===== config.mk =====
export PLATFORM = sky130hd
export DESIGN_NAME = prbs_predictor
export DESIGN_NICKNAME = d
export VERILOG_FILES = /design/src/rtl/prbs_chk_pkg.sv /design/src/rtl/prbs_predictor.sv
export SDC_FILE = /design/constraint.sdc
export NUM_CORES = 1
export LEC_CHECK = 0
export ABC_AREA = 1
export ABC_CLOCK_PERIOD_IN_PS = 15950
export BUFFER_PORTS_ARGS = -buffer_cell sky130_fd_sc_hd__buf_2
export CAP_MARGIN = 20
export CELL_PAD_IN_SITES_DETAIL_PLACEMENT = 0
export CELL_PAD_IN_SITES_GLOBAL_PLACEMENT = 1
export CORE_ASPECT_RATIO = 1.2
export CORE_MARGIN = 10
export CORE_UTILIZATION = 45
export CTS_BUF_LIST = sky130_fd_sc_hd__clkbuf_8
export DETAILED_ROUTE_END_ITERATION = 7
export PLACE_DENSITY = 0.93
export SETUP_SLACK_MARGIN = 0.02
export SLEW_MARGIN = 15
export SYNTH_ARGS = -nofsm -noshare
export SYNTH_HDL_FRONTEND = slang
export SYNTH_SLANG_ARGS = --single-unit

===== constraint.sdc =====
create_clock -name clk -period 15.95 [get_ports clk]
set_input_delay 3.19 -clock clk [delete_from_list [all_inputs] [get_ports clk]]
set_output_delay 3.19 -clock clk [all_outputs]
set_load 0.005 [all_outputs]

===== src/rtl/prbs_chk_pkg.sv =====
package prbs_chk_pkg;

    localparam int TAP_W = 32;

    typedef enum logic [1:0] {
        MODE_CLEAR = 2'd0,
        MODE_LOAD  = 2'd1,
        MODE_RUN   = 2'd2,
        MODE_HOLD  = 2'd3
    } chk_mode_e;

    typedef struct packed {
        logic clr;    // zero the counters
        logic load;   // history follows received bits
        logic count;  // accumulate
    } chk_ctrl_t;

    function automatic chk_ctrl_t decode_mode(input logic [1:0] m);
        chk_ctrl_t c;
        c.clr   = (m == MODE_CLEAR);
        c.load  = (m == MODE_CLEAR) || (m == MODE_LOAD);
        c.count = (m == MODE_RUN);
        return c;
    endfunction

    function automatic logic tap_parity(input logic [TAP_W-1:0] hist,
                                        input logic [TAP_W-1:0] mask);
        return ^(hist & mask);
    endfunction

endpackage


===== src/rtl/prbs_predictor.sv =====
module prbs_predictor
    import prbs_chk_pkg::*;
#(
    parameter int DW = 16
) (
    input  logic             clk,
    input  logic             rst,
    input  logic             load,
    input  logic [TAP_W-1:0] tap_mask,
    input  logic [DW-1:0]    rx_word,
    output logic [DW-1:0]    pred_word
);

    logic [TAP_W-1:0] hist_q;
    logic [TAP_W-1:0] hist_nx;

    always_comb begin
        logic [TAP_W-1:0] h;
        logic             p;
        h = hist_q;
        pred_word = '0;
        for (int i = 0; i < DW; i++) begin
            p = tap_parity(h, tap_mask);
            pred_word[i] = p;
            h = {h[TAP_W-2:0], (load ? rx_word[i] : p)};
        end
        hist_nx = h;
    end

    always_ff @(posedge clk) begin
        if (rst) hist_q <= '0;
        else     hist_q <= hist_nx;
    end

endmodule


# After elaboration in Yosys (flattened, before gate mapping)
# Cells that the tools add are included.
op_classes:
  add_sub_neg: 0
  mul: 0
  div: 0
  magnitude_cmp: 0
  n_eq_ne: 0
  n_shift: 0
  mux: 16
  bitwise_logic: 16
  n_reduce_logical: 16
ops:
  columns: ["operator", "count"]
  rows:
  - ["$and A32 B32 Y32", 16]
  - ["$reduce_xor A32 Y1", 16]
  - ["$mux W1", 16]
totals:
  register_bits: 32
  latchBits: 0
  mem_bits_rw: 0
  mem_bits_ro: 0
  input_bits: 51
  output_inout_bits: 16
  elab_cells: 49
  memories: 0

# Depth between registers and ports, before layout
logic_depth:
  ltp_word: 48
  mapped_depth: 78
  depth_no_buf: 76

# Least setup slack after synthesis
# OpenSTA, ideal clock, no wires.
synth_path:
  kind: "in2out"
  start: "input tap_mask[18]"
  end: "output pred_word[15]"
  t_arrival_ns: 8.152
  setup_slack_ns: 4.608
  path_stages: 66
  n_path_buf: 1
  cell_sequence: "buf_4 -> nand2_1 -> inv_2 -> nand2_1 -> nand2_1 -> nand2_1 -> nand2_1 -> inv_2 -> nand2_1 -> nand2_1 -> nand2_1 -> nand2_2 -> inv_2 -> nand2_1 -> nand3_2 -> nand3_1 -> nand2_2 -> nand3_4 -> [... 30 more ...] -> nand2_1 -> o21ai_1 -> nand3b_1 -> nand2_2 -> xor2_2 -> nand3_1 -> nand3_2 -> nand3_1 -> nand2_1 -> inv_1 -> nor2_2 -> inv_1 -> nand2_1 -> nand3_2 -> nand3_1 -> nand2_1 -> nand2_1 -> inv_1"
synth_between:
  elab_chain_len: 47
synth_rtl:
  columns: ["item", "line_no", "rtl"]
  rows:
  - ["start: declaration", "prbs_predictor.sv:9", "input logic [TAP_W-1:0] tap_mask,"]
  - ["$and A32 B32 Y32", "prbs_chk_pkg.sv:28", "return ^(hist & mask);"]
  - ["$reduce_xor A32 Y1", "prbs_chk_pkg.sv:28", null]
  - ["$mux W1", "prbs_predictor.sv:25", "h = {h[TAP_W-2:0], (load ? rx_word[i] : p)};"]
  - ["$and A32 B32 Y32", "prbs_chk_pkg.sv:28", null]
  - ["$reduce_xor A32 Y1", "prbs_chk_pkg.sv:28", null]
  - ["$mux W1", "prbs_predictor.sv:25", null]
  - ["$and A32 B32 Y32", "prbs_chk_pkg.sv:28", null]
  - ["$reduce_xor A32 Y1", "prbs_chk_pkg.sv:28", null]
  - ["[... 3 more ...]", null, null]
  - ["named net pred_word[3]", "prbs_predictor.sv:11", "output logic [DW-1:0] pred_word"]
  - ["[... 15 more ...]", null, null]
  - ["named net pred_word[8]", "prbs_predictor.sv:11", null]
  - ["[... 13 more ...]", null, null]
  - ["$and A32 B32 Y32", "prbs_chk_pkg.sv:28", null]
  - ["$reduce_xor A32 Y1", "prbs_chk_pkg.sv:28", null]
  - ["$mux W1", "prbs_predictor.sv:25", null]
  - ["$and A32 B32 Y32", "prbs_chk_pkg.sv:28", null]
  - ["$reduce_xor A32 Y1", "prbs_chk_pkg.sv:28", null]
  - ["$mux W1", "prbs_predictor.sv:25", null]
  - ["$and A32 B32 Y32 *", "prbs_chk_pkg.sv:28", null]
  - ["$reduce_xor A32 Y1 *", "prbs_chk_pkg.sv:28", null]
  - ["end: declaration", "prbs_predictor.sv:11", null]
# The timed path passes the listed nets; every way through them passes the cells marked *.

# Worst setup path in the final report
layout_path:
  start: "input tap_mask[0]"
  end: "output pred_word[15]"
layout_between:
  elab_chain_len: 47
layout_rtl:
  columns: ["item", "line_no"]
  rows:
  - ["$and A32 B32 Y32", "prbs_chk_pkg.sv:28"]
  - ["$reduce_xor A32 Y1", "prbs_chk_pkg.sv:28"]
  - ["$mux W1", "prbs_predictor.sv:25"]
  - ["$and A32 B32 Y32", "prbs_chk_pkg.sv:28"]
  - ["$reduce_xor A32 Y1", "prbs_chk_pkg.sv:28"]
  - ["$mux W1", "prbs_predictor.sv:25"]
  - ["$and A32 B32 Y32", "prbs_chk_pkg.sv:28"]
  - ["$reduce_xor A32 Y1", "prbs_chk_pkg.sv:28"]
  - ["[... 31 more ...]", null]
  - ["$and A32 B32 Y32", "prbs_chk_pkg.sv:28"]
  - ["$reduce_xor A32 Y1", "prbs_chk_pkg.sv:28"]
  - ["$mux W1", "prbs_predictor.sv:25"]
  - ["$and A32 B32 Y32", "prbs_chk_pkg.sv:28"]
  - ["$reduce_xor A32 Y1", "prbs_chk_pkg.sv:28"]
  - ["$mux W1", "prbs_predictor.sv:25"]
  - ["$and A32 B32 Y32 *", "prbs_chk_pkg.sv:28"]
  - ["$reduce_xor A32 Y1 *", "prbs_chk_pkg.sv:28"]
# Every way passes the cells marked *; elsewhere a longest branch is shown, timed or not.

==> metrics.md <==
| Metric | Value |
|---|---|
| Max-cap violations | `0` |
| Worst min path class | `flip-flop to flip-flop` |
| Initial Util | `45.3%` |
| Aggregate global-route resource usage | `slightly above 20%` |
| Most used cell, CP | `nand2_1` |
| Drt first pass iters | `6` |
| Met2 usage | `36.9%` |
| Die Y | `184 um` |
| Crit Path Category | `input pin to primary output` |
| Hold Crit Endpoint | `hist_q[16]` |
| Tcrit/Tclk final | `between 80 and 90%` |
| Crit Path Max Fanout | `29` |
| Type of origin of the critical path | `input pin` |
| H-tree depth | `2` |
| Adder-Cell Fraction of Synth Area | `0%` |
| Placement Setup Slack | `between 2 and 3 ns` |
| Clk root buf | `clkbuf_8` |
| Worst-path clk slew | `about 0.070 ns` |
| Max FFs per register | `32` |
| Worst R2R Start | `hist_q[14]` |
| Largest net degree at the start of global routing | `38` |
| Slowest-stage cell, CP | `buf_2` |
| Min cycle time layout | `between 10 and 15 ns` |
| Worst Hold Depth | `3` |
| Xor and xnor area share after synthesis | `~30%` |
| Commonest non-fill, non-tap cells in the layout | `nand2_1, xnor2_1, inv_1, xor2_1, nor2_1` |
| Max Freq | `75.7 MHz` |
| Share of cells above drive strength 1 | `a little over a tenth` |
| Filler cell count | `~2.4k` |
| Min-Delay Startpoint | `hist_q[0]` |
| Ys Warns | `0` |
| DIE AREA | `approximately 29000 sq um` |
| Synth Area in Compound Gates | `less than 1%` |
| Area Overhead vs Synth | `2.85%` |
| Cell count of the worst reg-to-reg path | `~60` |
| Mean Syn Cell Area | `about 5.4 sq um` |
| Setup-failing EPs final | `0` |
| First-pass GRT wire length | `slightly below 50 mm` |
| Synthesis-stage register bit count | `32` |
| Largest family of logic cells by synthesized area | `simple AND/OR/NAND/NOR gates` |
| Die width | `157 um` |
| Synth Area in Simple Gates | `about half` |
| GRT met1 Usage | `around 25%` |
| Fin worst setup slack | `approximately 2.7 ns` |
| Post-Route WL | `29.6 mm` |
| # DRC | `0` |
| Placed wire-length estimate | `approximately 22 mm` |
| Vias/cell | `between 4 and 5` |
| Max Buffers Root-to-Sink | `2` |
| Most common cell after layout, fill and taps aside | `nand2_1` |
| Gpl congestion | `slightly below 0.9` |
| Num rows | `60` |
| Worst slew margin | `between 30% and 40%` |
| Worst skew pair latency | `approximately 0.29 ns` |
| CTS hold repair buffers | `0` |
| Avg WL per Cell | `~14 um` |
| Initial antenna violation count | `1` |
| Starting DRT DRC Count | `between 600 and 700` |
| Most flops, register | `hist_q` |
| Post-Syn Instances | `1887` |
| Final slew viol count | `0` |
| Worst R2R End | `hist_q[0]` |
| Core area | `roughly 22000 sq um` |
| Post-CTS sizing | `0` |
| Vias post-DR | `10.6k` |
| Clock sinks | `32` |
| CTS tree | `done` |
| CP arrival | `10.01 ns` |
| Setup Skew | `0.00851 ns` |
| Setup repair bufs after CTS | `0` |
| Syn Nets | `1938` |
| Status | `complete, no violations` |
| Final ANT Viol Nets | `0` |
| Mapped Area | `approximately 10000 sq um` |
| Slew @ Worst Pin | `between 0.9 and 1 ns` |
| TritonCTS Buffers | `5` |
| Worst endpoint required time | `around 13 ns` |
| Met3 Track Usage GR | `1.63%` |
| Sequential area share after synthesis | `6.34%` |
| Final hold violations | `0` |
| Vias in the first global route | `approximately 9.9k` |
| Post-synthesis mux area share | `0%` |
| Largest registers | `hist_q x32` |
| PortBufs | `66` |
| Setup_tns | `0 ns` |
| Crit path capture type | `primary output` |
| Global route hottest layer | `met2` |
| Final Instance Count excl. Fillers | `2142` |
| Library cells used by synthesis | `30` |
| RSZ-0062 raised after global routing | `false` |
| CP peak stage delay | `between 0.4 and 0.5 ns` |
| Gr ovfl total | `0` |
| Total Nets Final | `1912` |
| Worst R2R Setup Slack | `between 8 and 9 ns` |
| Dpl cells | `2133` |
| Total I/O pin count | `67` |
## worst max-delay path: cells and delay by family
kind / cells / cell delay [ns]
buf+inv: 9 / 1.04
xor+xnor: 1 / 0.20
simple gates: 51 / 5.57
## cell usage after synthesis
master / n / share of area (%)
buf_6: 1 / 0.11
dfxtp_1: 32 / 6.3
buf_1: 2 / 0.074
nand3_4: 4 / 0.69
clkinv_1: 5 / 0.19
nor2_4: 1 / 0.11
nand3_1: 82 / 4.1
nand4_1: 19 / 1.2
buf_4: 37 / 2.7
nand2b_1: 1 / 0.062
nor2_1: 88 / 3.3
inv_1: 135 / 5.0
buf_2: 29 / 1.4
nand3_2: 13 / 1.3
inv_2: 42 / 1.6
xnor2_1: 248 / 21
xor2_1: 102 / 8.8
xor2_2: 1 / 0.16
o21ai_1: 9 / 0.45
a21oi_2: 1 / 0.087
nand2_1: 915 / 34
nand3b_1: 17 / 1.3
or2_1: 1 / 0.062
nand4_2: 2 / 0.25
o21bai_1: 4 / 0.30
or2_2: 15 / 0.93
nand2_4: 3 / 0.33
clkbuf_1: 43 / 1.6
nor2_2: 6 / 0.37
nand2_2: 29 / 1.8
## worst max path at each step
| stage | startpoint | endpoint | cells past startpoint |
|---|---|---|---|
| 6_report | tap_mask[0] | pred_word[15] | 61 |
| 5_1_grt | tap_mask[0] | pred_word[15] | 69 |
| 4_1_cts | tap_mask[28] | pred_word[15] | 63 |
| 3_5_place_dp | tap_mask[28] | pred_word[15] | 59 |
| 3_3_place_gp | tap_mask[0] | pred_word[15] | 63 |
| 2_1_floorplan | tap_mask[18] | pred_word[15] | 66 |
## metrics by stage
stage	hold slack [ns]	utilization [%]	cell area, sq um
final	0.661	46.6	10400
after CTS	0.651	46.6	10400
after global placement	0.635	46.1	10300
after detailed placement	0.640	46.1	10300
after floorplan	0.542	-	10100
after global routing	0.688	46.6	10400
## logic make-up (layout without fill, tap and decap cells)
| kind of cell | Yosys count | count (layout) |
|---|---|---|
| AND/OR/NAND/NOR | 1196 | 1196 |
| flip-flops | 32 | 32 |
| buffers and inverters | 294 | 269 |
| other | 0 | 1 |
| XOR/XNOR | 351 | 351 |
| AO/OA/AOI/OAI | 14 | 14 |
## layer usage
layer,wire length [um],vias up
met5,0,-
li1,-,5503
met3,1390,50
met1,13100,4859
met4,644,0
met2,14500,232
## area by class of cell
cell class	count	area [sq um]	share of cell area, %
multi-input cells	1561	8180	78.7
inverters	182	683	6.57
flip-flops and latches	32	641	6.16
repair buffers	79	428	4.12
well taps	279	349	3.36
clock buffers	5	68.8	0.662
clock inverters	3	42.5	0.409
diodes	1	2.50	0.0241
Power is not shown: default switching activity piles up to over one toggle a cycle in this logic, so the estimate is an artifact.
